--- config.mk ---
export PLATFORM = sky130hd
export DESIGN_NAME = data_stack
export DESIGN_NICKNAME = d
export VERILOG_FILES = /design/src/rtl/dstack_pkg.sv /design/src/rtl/ds_decode.sv /design/src/rtl/ds_spill.sv /design/src/rtl/data_stack.sv
export SDC_FILE = /design/constraint.sdc
export NUM_CORES = 1
export LEC_CHECK = 0
export ABC_AREA = 1
export BUFFER_PORTS_ARGS = -buffer_cell sky130_fd_sc_hd__buf_2
export CORE_MARGIN = 2
export CORE_UTILIZATION = 35
export CTS_BUF_LIST = sky130_fd_sc_hd__clkbuf_8
export CTS_CLUSTER_DIAMETER = 30
export CTS_CLUSTER_SIZE = 8
export DETAILED_ROUTE_END_ITERATION = 8
export SLEW_MARGIN = 20
export SYNTH_ARGS = -nofsm -noshare
export SYNTH_HDL_FRONTEND = slang
export SYNTH_SLANG_ARGS = --single-unit
--- constraint.sdc ---
create_clock -name clk_i -period 4 [get_ports clk_i]
set_clock_uncertainty 0.05 [all_clocks]
set_input_delay 0.4 -clock clk_i [delete_from_list [all_inputs] [get_ports clk_i]]
set_output_delay 0.4 -clock clk_i [all_outputs]
set_load 0.05 [all_outputs]
--- src/rtl/dstack_pkg.sv ---
package dstack_pkg;

  localparam int OP_W = 16;

  localparam logic [OP_W-1:0] OP_NOP      = 16'h0000;
  localparam logic [OP_W-1:0] OP_DUP      = 16'h0001;
  localparam logic [OP_W-1:0] OP_SWAP     = 16'h0002;
  localparam logic [OP_W-1:0] OP_DROP     = 16'h0003;
  localparam logic [OP_W-1:0] OP_OVER     = 16'h0004;
  localparam logic [OP_W-1:0] OP_ROT      = 16'h0005;
  localparam logic [OP_W-1:0] OP_RROT     = 16'h0006;
  localparam logic [OP_W-1:0] OP_NIP      = 16'h0007;
  localparam logic [OP_W-1:0] OP_TUCK     = 16'h0008;
  localparam logic [OP_W-1:0] OP_DROP3    = 16'h0009;
  localparam logic [OP_W-1:0] OP_DROP3_SW = 16'h000A;

  typedef enum logic [1:0] {
    DP_NONE = 2'd0,
    DP_LOAD = 2'd1,
    DP_PUSH = 2'd2,
    DP_POP  = 2'd3
  } dp_cmd_e;

  // SRC_ALT: din for T, spill read data for N2
  typedef enum logic [1:0] {
    SRC_T   = 2'd0,
    SRC_N   = 2'd1,
    SRC_N2  = 2'd2,
    SRC_ALT = 2'd3
  } src_e;

  typedef struct packed {
    src_e t_src;
    src_e n_src;
    src_e n2_src;
    logic push;
    logic pop;
  } stack_act_t;

endpackage

--- src/rtl/ds_decode.sv ---
module ds_decode
  import dstack_pkg::*;
(
  input  logic [OP_W-1:0] op_i,
  input  dp_cmd_e         dp_cmd_i,
  output stack_act_t      act_o
);

  always_comb begin
    act_o = '{t_src: SRC_T, n_src: SRC_N, n2_src: SRC_N2, push: 1'b0, pop: 1'b0};
    unique case (dp_cmd_i)
      DP_LOAD: act_o = '{SRC_ALT, SRC_N,  SRC_N2,  1'b0, 1'b0};
      DP_PUSH: act_o = '{SRC_ALT, SRC_T,  SRC_N,   1'b1, 1'b0};
      DP_POP:  act_o = '{SRC_ALT, SRC_N2, SRC_ALT, 1'b0, 1'b1};
      default: begin
        case (op_i)
          OP_DUP:      act_o = '{SRC_T,  SRC_T,  SRC_N,   1'b1, 1'b0};
          OP_SWAP:     act_o = '{SRC_N,  SRC_T,  SRC_N2,  1'b0, 1'b0};
          OP_DROP:     act_o = '{SRC_N,  SRC_N2, SRC_ALT, 1'b0, 1'b1};
          OP_OVER:     act_o = '{SRC_N,  SRC_T,  SRC_N,   1'b1, 1'b0};
          OP_ROT:      act_o = '{SRC_N2, SRC_T,  SRC_N,   1'b0, 1'b0};
          OP_RROT:     act_o = '{SRC_N,  SRC_N2, SRC_T,   1'b0, 1'b0};
          OP_NIP:      act_o = '{SRC_T,  SRC_N2, SRC_ALT, 1'b0, 1'b1};
          OP_TUCK:     act_o = '{SRC_T,  SRC_N,  SRC_T,   1'b1, 1'b0};
          OP_DROP3:    act_o = '{SRC_T,  SRC_N,  SRC_ALT, 1'b0, 1'b1};
          OP_DROP3_SW: act_o = '{SRC_N,  SRC_T,  SRC_ALT, 1'b0, 1'b1};
          default:     act_o = '{SRC_T,  SRC_N,  SRC_N2,  1'b0, 1'b0};
        endcase
      end
    endcase
  end

endmodule

--- src/rtl/ds_spill.sv ---
module ds_spill #(
  parameter int DW    = 16,
  parameter int DEPTH = 32
) (
  input  logic                     clk_i,
  input  logic                     rst_ni,
  input  logic                     push_i,
  input  logic                     pop_i,
  input  logic [DW-1:0]            wdata_i,
  output logic [DW-1:0]            rdata_o,
  output logic [$clog2(DEPTH):0]   count_o,
  output logic                     ovf_o,
  output logic                     unf_o
);

  localparam int AW = $clog2(DEPTH);
  localparam int CW = AW + 1;
  localparam logic [CW-1:0] FULL_CNT = CW'(DEPTH);

  logic [DW-1:0] mem_q [DEPTH];
  logic [CW-1:0] count_q;
  logic [CW-1:0] top_idx;
  logic          full, empty;
  logic          ovf_q, unf_q;

  assign full    = (count_q == FULL_CNT);
  assign empty   = (count_q == '0);
  assign top_idx = count_q - 1'b1;
  assign rdata_o = empty ? '0 : mem_q[top_idx[AW-1:0]];

  always_ff @(posedge clk_i) begin
    if (push_i && !full) mem_q[count_q[AW-1:0]] <= wdata_i;
  end

  always_ff @(posedge clk_i or negedge rst_ni) begin
    if (!rst_ni) begin
      count_q <= '0;
      ovf_q   <= 1'b0;
      unf_q   <= 1'b0;
    end else begin
      ovf_q <= push_i && full;
      unf_q <= pop_i && empty;
      if (push_i && !full)      count_q <= count_q + 1'b1;
      else if (pop_i && !empty) count_q <= count_q - 1'b1;
    end
  end

  assign count_o = count_q;
  assign ovf_o   = ovf_q;
  assign unf_o   = unf_q;

endmodule

--- src/rtl/data_stack.sv ---
module data_stack
  import dstack_pkg::*;
#(
  parameter int DW    = 16,
  parameter int DEPTH = 32
) (
  input  logic                   clk_i,
  input  logic                   rst_ni,
  input  logic [OP_W-1:0]        op_i,
  input  logic [1:0]             dp_cmd_i,
  input  logic [DW-1:0]          din_i,
  output logic [DW-1:0]          t_o,
  output logic [DW-1:0]          n_o,
  output logic [DW-1:0]          n2_o,
  output logic [$clog2(DEPTH):0] depth_o,
  output logic                   ovf_o,
  output logic                   unf_o
);

  stack_act_t    act;
  logic [DW-1:0] t_q, n_q, n2_q;
  logic [DW-1:0] t_d, n_d, n2_d;
  logic [DW-1:0] spill_rd;

  ds_decode i_decode (
    .op_i     (op_i),
    .dp_cmd_i (dp_cmd_e'(dp_cmd_i)),
    .act_o    (act)
  );

  ds_spill #(.DW(DW), .DEPTH(DEPTH)) i_spill (
    .clk_i   (clk_i),
    .rst_ni  (rst_ni),
    .push_i  (act.push),
    .pop_i   (act.pop),
    .wdata_i (n2_q),
    .rdata_o (spill_rd),
    .count_o (depth_o),
    .ovf_o   (ovf_o),
    .unf_o   (unf_o)
  );

  function automatic logic [DW-1:0] pick(src_e s, logic [DW-1:0] t, logic [DW-1:0] n,
                                         logic [DW-1:0] n2, logic [DW-1:0] alt);
    case (s)
      SRC_T:   return t;
      SRC_N:   return n;
      SRC_N2:  return n2;
      default: return alt;
    endcase
  endfunction

  always_comb begin
    t_d  = pick(act.t_src,  t_q, n_q, n2_q, din_i);
    n_d  = pick(act.n_src,  t_q, n_q, n2_q, n_q);
    n2_d = pick(act.n2_src, t_q, n_q, n2_q, spill_rd);
  end

  always_ff @(posedge clk_i or negedge rst_ni) begin
    if (!rst_ni) begin
      t_q  <= '0;
      n_q  <= '0;
      n2_q <= '0;
    end else begin
      t_q  <= t_d;
      n_q  <= n_d;
      n2_q <= n2_d;
    end
  end

  assign t_o  = t_q;
  assign n_o  = n_q;
  assign n2_o = n2_q;

endmodule

* Yosys cells after proc, flatten, opt, wreduce, memory -nomap -nowiden
Memory sizes are Yosys's and may differ from the RTL's.
Cells that the tools add are included.
** Cells by class
- Add/sub/neg operators :: 2
- $mul :: 0
- Div/mod/pow operators :: 0
- $lt $le $gt $ge :: 0
- Equal/unequal tests :: 9
- Shifts and indexed selects :: 0
- Multiplexer cells :: 10
- Bitwise operators :: 0
- Reduce and logical (&&, ||, !) cells :: 13
** Operators by type and width (count)
- one-hot mux 16 bit (3 select lines) :: 2
- one-hot mux 16 bit (2 select lines) :: 1
- one-hot mux 8 bit (3 select lines) :: 1
- 2-to-1 mux 16 bit :: 1
- zero test 12 bit :: 1
- 2-to-1 mux 6 bit :: 2
- == test 2 bit (second input constant) :: 5
- 2-to-1 mux 8 bit :: 1
- adder 6 x 1 -> 6 bit (second input constant) :: 1
- == test 2 x 1 -> 1 bit (second input constant) :: 3
- == test 6 bit (second input constant) :: 1
- zero test 2 bit :: 3
- zero test 6 bit :: 1
- subtractor 6 x 1 -> 6 bit (second input constant) :: 1
- logical AND 1 bit :: 4
- nonzero test 2 bit :: 2
- zero test 1 bit :: 2
- 2-to-1 mux 1 bit :: 2
** Word-level totals
- Flip-flop bits (word level) :: 56
- Bits in latches :: 0
- Bits in writable memories :: 512
- Memory bits (read-only) :: 128
- Input bits :: 36
- Output and inout bits :: 56
- Logic and storage cells :: 42
- Memories :: 2
** Memory list
- i_spill.mem_q :: depth 32, width 16, read ports 1, clocked after memory_dff 0, write ports 1, RTL line ds_spill.sv:20 : logic [DW-1:0] mem_q [DEPTH];
- (name not given) :: depth 16, width 8, read ports 1, clocked after memory_dff 0, write ports 0, RTL line ds_decode.sv:16 : case (op_i)

* Depth between registers and ports, before layout
- Word-level depth :: 6
- Depth in mapped cells :: 17
- Gate-level depth less buffers :: 13

* Cells and area by module
From an unflattened synthesis, not the netlist that was laid out.
** Unflattened totals
- Cell total of the unflattened synthesis :: 2284
- Area, all modules :: 24554.8 um^2
** By module, submodules not included
- ds_spill :: times used 1, cells an instance 1823, area an instance 21478.1 um^2, sequential area each 15574.9 um^2
- data_stack :: times used 1, cells an instance 387, area an instance 2702.6 um^2, sequential area each 1201.2 um^2
- ds_decode :: times used 1, cells an instance 74, area an instance 374.1 um^2, sequential area each 0.0 um^2

* Least setup slack after synthesis
Ideal clock, no wire load.
- Path type :: register -> register
- Start :: register i_spill.count_q[0] (netlist: i_spill.count_o[0])
- End :: memory i_spill.mem_q[27][0], enable pin
- Setup time :: 0.409 ns
- Arrival time :: 3.168 ns
- Required time :: 3.541 ns
- Path slack :: 0.373 ns
- Cell stages (with the launch flop) :: 11
- Buffers on the path :: 5
- Period minus slack after synthesis :: 3.627 ns
- Cells stage by stage :: dfrtp_1 -> buf_2 -> inv_1 -> buf_2 -> buf_2 -> ha_1 -> nand4_1 -> nand2_1 -> buf_2 -> buf_2 -> nor3_1
** On the way
- Cells in the longest elaborated chain, start to end :: 5
** RTL lines
- start, declared :: RTL line ds_spill.sv:21 : logic [CW-1:0] count_q;
- start signal, assigned :: RTL line ds_spill.sv:43 : if (push_i && !full) count_q <= count_q + 1'b1;
- start signal, assigned :: RTL line ds_spill.sv:44 : else if (pop_i && !empty) count_q <= count_q - 1'b1;
- == test 6 bit :: RTL line ds_spill.sv:26 : assign full = (count_q == FULL_CNT);
- zero test 1 bit :: RTL line ds_spill.sv:32 : if (push_i && !full) mem_q[count_q[AW-1:0]] <= wdata_i;
- logical AND 1 bit :: RTL line ds_spill.sv:32
- 2-to-1 mux 1 bit :: RTL line ds_spill.sv:32
- 2-to-1 mux 1 bit (implied by the code) :: RTL line ds_spill.sv:32
- end, declared :: RTL line ds_spill.sv:20
Several ways; a longest one is shown, not always the timed one.

* Final worst setup path
- Start :: register i_spill.count_q[0] (netlist: i_spill.count_o[0])
- End :: register n2_q[5] (netlist: n2_o[5])
** On the way
- Cells in the longest elaborated chain, start to end :: 4
- Elaborated cells on any way between the ends :: 5
- Classes of those cells :: add/sub: 1; mux: 2; reduce/logical: 1; memory: 1
** RTL lines
- subtractor 6 x 1 -> 6 bit :: RTL line ds_spill.sv:28 : assign top_idx = count_q - 1'b1;
- memory (32 x 16 bit)
- 2-to-1 mux 16 bit (*) :: RTL line ds_spill.sv:29 : assign rdata_o = empty ? '0 : mem_q[top_idx[AW-1:0]];
- one-hot mux 16 bit (3 select lines) (*) :: RTL line data_stack.sv:45 : case (s)
- end signal, assigned :: RTL line data_stack.sv:67 : n2_q <= n2_d;
- end, declared :: RTL line data_stack.sv:21 : logic [DW-1:0] t_q, n_q, n2_q;
Every way passes the cells marked *; elsewhere a longest branch is shown, timed or not.
A chain may end at the register's enable or synchronous reset.

==> metrics.csv <==
metric,value,unit
p_sw,11000,uW
synth_simple_gate_area_frac,0.234,
cts_tree,yes,
p_per_area,854,nW/um^2
cts_resized,0,
setup_tns,0,ns
top_layer_used,met4,
fin_area,29600,um^2
drt_pass1_iterations,7,
maxCapViolations,0,
min_path_type,input port to flip-flop,
dp_hpwl,44.5,mm
drt_iter0_markers,1766,
pwr-share-seq,0.324,
fp.coreArea,71200,um^2
grt_pass1_vias,18134,
internal_power,14300,uW
synth_edf_count,512,
synth_cell_type_count,34,
fmax,343,MHz
async_reset_ff_frac,0.0986,
synth_top_area_frac,0.614,
ff2ff_setup_slack,1.08,ns
worstMarginPinSlew,1.07,ns
critPathSlowestCell,buf_4,
slew_headroom,0.286,
die_w,272,um
setup_viol,0,
drt-total-wl,71.8,mm
syn_avg_cell_area,10.3,um^2
slowest_delay,0.86,ns
synth.cell_area,25100,um^2
gp_congestion,0.884,
fin_nets,2658,
crit_path_start_kind,flip-flop,
grt.total_usage,0.193,
area_growth,18.2,%
overflow,0,
swShare,0.435,
synthTopCellsByCount,"nand2_1 (752), edfxtp_1 (512), nand3_1 (428)",
io_buffers,91,
htreeDepth,3,
wl_met3,5.14,mm
worst_ir_drop_vdd,911,uV
cp_common_cell,nand2_1,
p_leak,0.0119,uW
layout-drive-gt1-share,0.158,
yosys.area.top_type,edfxtp_1,
die-area,73800,um^2
placedInstanceArea,26900,um^2
io_pins,92,
drc,0,
critPathKind,flip-flop to flip-flop,
final_max_slew_viol_count,0,
synth_compound_area_frac,0.0251,
met2_length,34.0,mm
synth_xor_area_frac,0.00429,
end_kind,flip-flop,
synth.area.top_cells,"edfxtp_1 (61%), nand2_1 (11%), nand3_1 (8.5%)",
ys.flop_type,edfxtp_1,
yosysWarnings,0,
cts_num_sinks,568,
crit_required,4.54,ns
clock-root-buffer,clkbuf_8,
grt_max_degree,172,
path_delay_family,buffers and inverters,
num_vias,18458,
syn_nets,2492,
cts-buffers-inserted,112,
synth.yosys.seq_area_share,0.669,
cp_max_fo,93,
yosysMostFrequentCell,nand2_1,
rows,98,
hold-worst-slack,0.138,ns
drt.antenna.violating_nets,0,
synthAdderAreaFrac,0.00649,
combPwrFrac,0.418,
clk_pin_slew_worst_paths,0.06,ns
wire_per_inst,19.7,um
syn_inst,2443,
avgViaCountPerCell,5.07,
critPathArrivalTime,3.45,ns
start_util,0.352,
synth_seq_cells,568,
clkLatencyLatePin,0.72,ns
die_h,272,um
antenna_found_initial,1,
final.min_clock_period,2.92,ns
grt_pass1_wl,109,mm
rsz0062_at_grt,no,
finalCritPeriodShare,0.729,
synth_top_family_by_area,simple AND/OR/NAND/NOR gates,
pwr-share-clk,0.258,
crit_path_cell_trace,inv_6 -> buf_4 -> nand2_1 -> nand3_1 -> nand2_1 -> nand2_1 -> nand3_1 -> nand2_1 -> nand2_1 -> nand3_1 -> a21oi_1,
path_buf_inv,2,
synthMuxAreaShare,0,
outcome,completed,
met1_length,29.9,mm
cts_max_path_buffers,3,
hold_viol_final,0,
layout by cell type (no fill, tap or decap), drive strengths merged:
master,instances
or2,43
nand2,755
a31oi,18
xnor2,2
a21oi,44
a22oi,2
diode,1
edfxtp,512
nor2,102
nor3,32
o21ai,34
o21bai,1
clkinv,41
bufinv,19
clkbuf,115
o211ai,2
inv,246
dfrtp,56
clkinvlp,16
xor2,6
nand4,8
o31ai,1
ha,13
a221oi,4
nand3,430
a22o,2
buf,168
dlygate4sd3,17
o22ai,4
registers in the layout, summed over array words and instances (netlist names):
signal / cells
n_o: 16
i_spill.count_o: 6
t_o: 16
i_spill.unf_o: 1
n2_o: 16
i_spill.mem_q: 512
i_spill.ovf_o: 1
what timing repair did:
| action | CTS | global route |
|---|---|---|
| endpoints found under the setup margin | 0 | 0 |
| hold buffers | 17 | 0 |
| endpoints found under the hold margin | 48 | 0 |
| setup buffers | 0 | 0 |
routing by layer:
metal	vias up	global-route usage
li1	8558	-
met1	9001	0.248
met2	729	0.312
met3	170	0.0446
met4	0	0.0826
met5	-	0
worst reg2reg max path: stages, from the launching register on:
cell	delay [ns]
dfrtp_4	0.53
inv_6	0.22
buf_4	0.86
nand2_1	0.21
nand3_1	0.13
nand2_1	0.07
nand2_1	0.06
nand3_1	0.10
nand2_1	0.20
nand2_1	0.12
nand3_1	0.16
a21oi_1	0.09
power groups by stage:
stage	combinational, uW	clock [uW]	sequential, uW
after global placement	10500	0	8310
after detailed placement	10500	0	8310
after floorplan	5780	0	8860
after global routing	11500	6930	8240
after CTS	10600	6630	8200
final	10600	6530	8200
cell families (layout without fill, tap and decap cells):
| logic type | after synthesis | after routing |
|---|---|---|
| other cells | 0 | 1 |
| fa+ha+maj | 13 | 13 |
| simple gates | 1370 | 1370 |
| flops | 568 | 568 |
| compound gates | 112 | 112 |
| xor+xnor | 8 | 8 |
| buf+inv | 372 | 622 |
through the flow:
step	setup slack [ns]	total power [uW]	util	instances
floorplan	0.373	14600	-	2443
global placement	0.887	18800	0.378	3428
detailed placement	0.711	18800	0.378	3428
CTS	1.18	25400	0.416	3643
global route	0.974	26600	0.416	3644
finish	1.08	25300	0.416	3644
cell type report:
type	instances	area (um^2)
antenna	1	2.50
clock buffer	115	1580
clock inverter	83	933
fill	6773	41600
inverter	239	905
multi-input combinational	1503	6950
sequential	568	16800
tap	950	1190
timing repair buffer	185	1280
final timing paths:
| kind | start | end | depth (start not counted) |
|---|---|---|---|
| min in group asynchronous | rst_ni | t_o[4] | 2 |
| worst min-delay path | dp_cmd_i[0] | i_spill.count_o[5] | 6 |
| max in group asynchronous | rst_ni | i_spill.count_o[0] | 3 |
| worst max-delay path | i_spill.count_o[0] | n2_o[5] | 11 |
| worst min register to register | n_o[15] | n_o[15] | 2 |
| worst max register to register | i_spill.count_o[0] | n2_o[5] | 11 |
No activity file was read; power rests on OpenSTA's default activity.
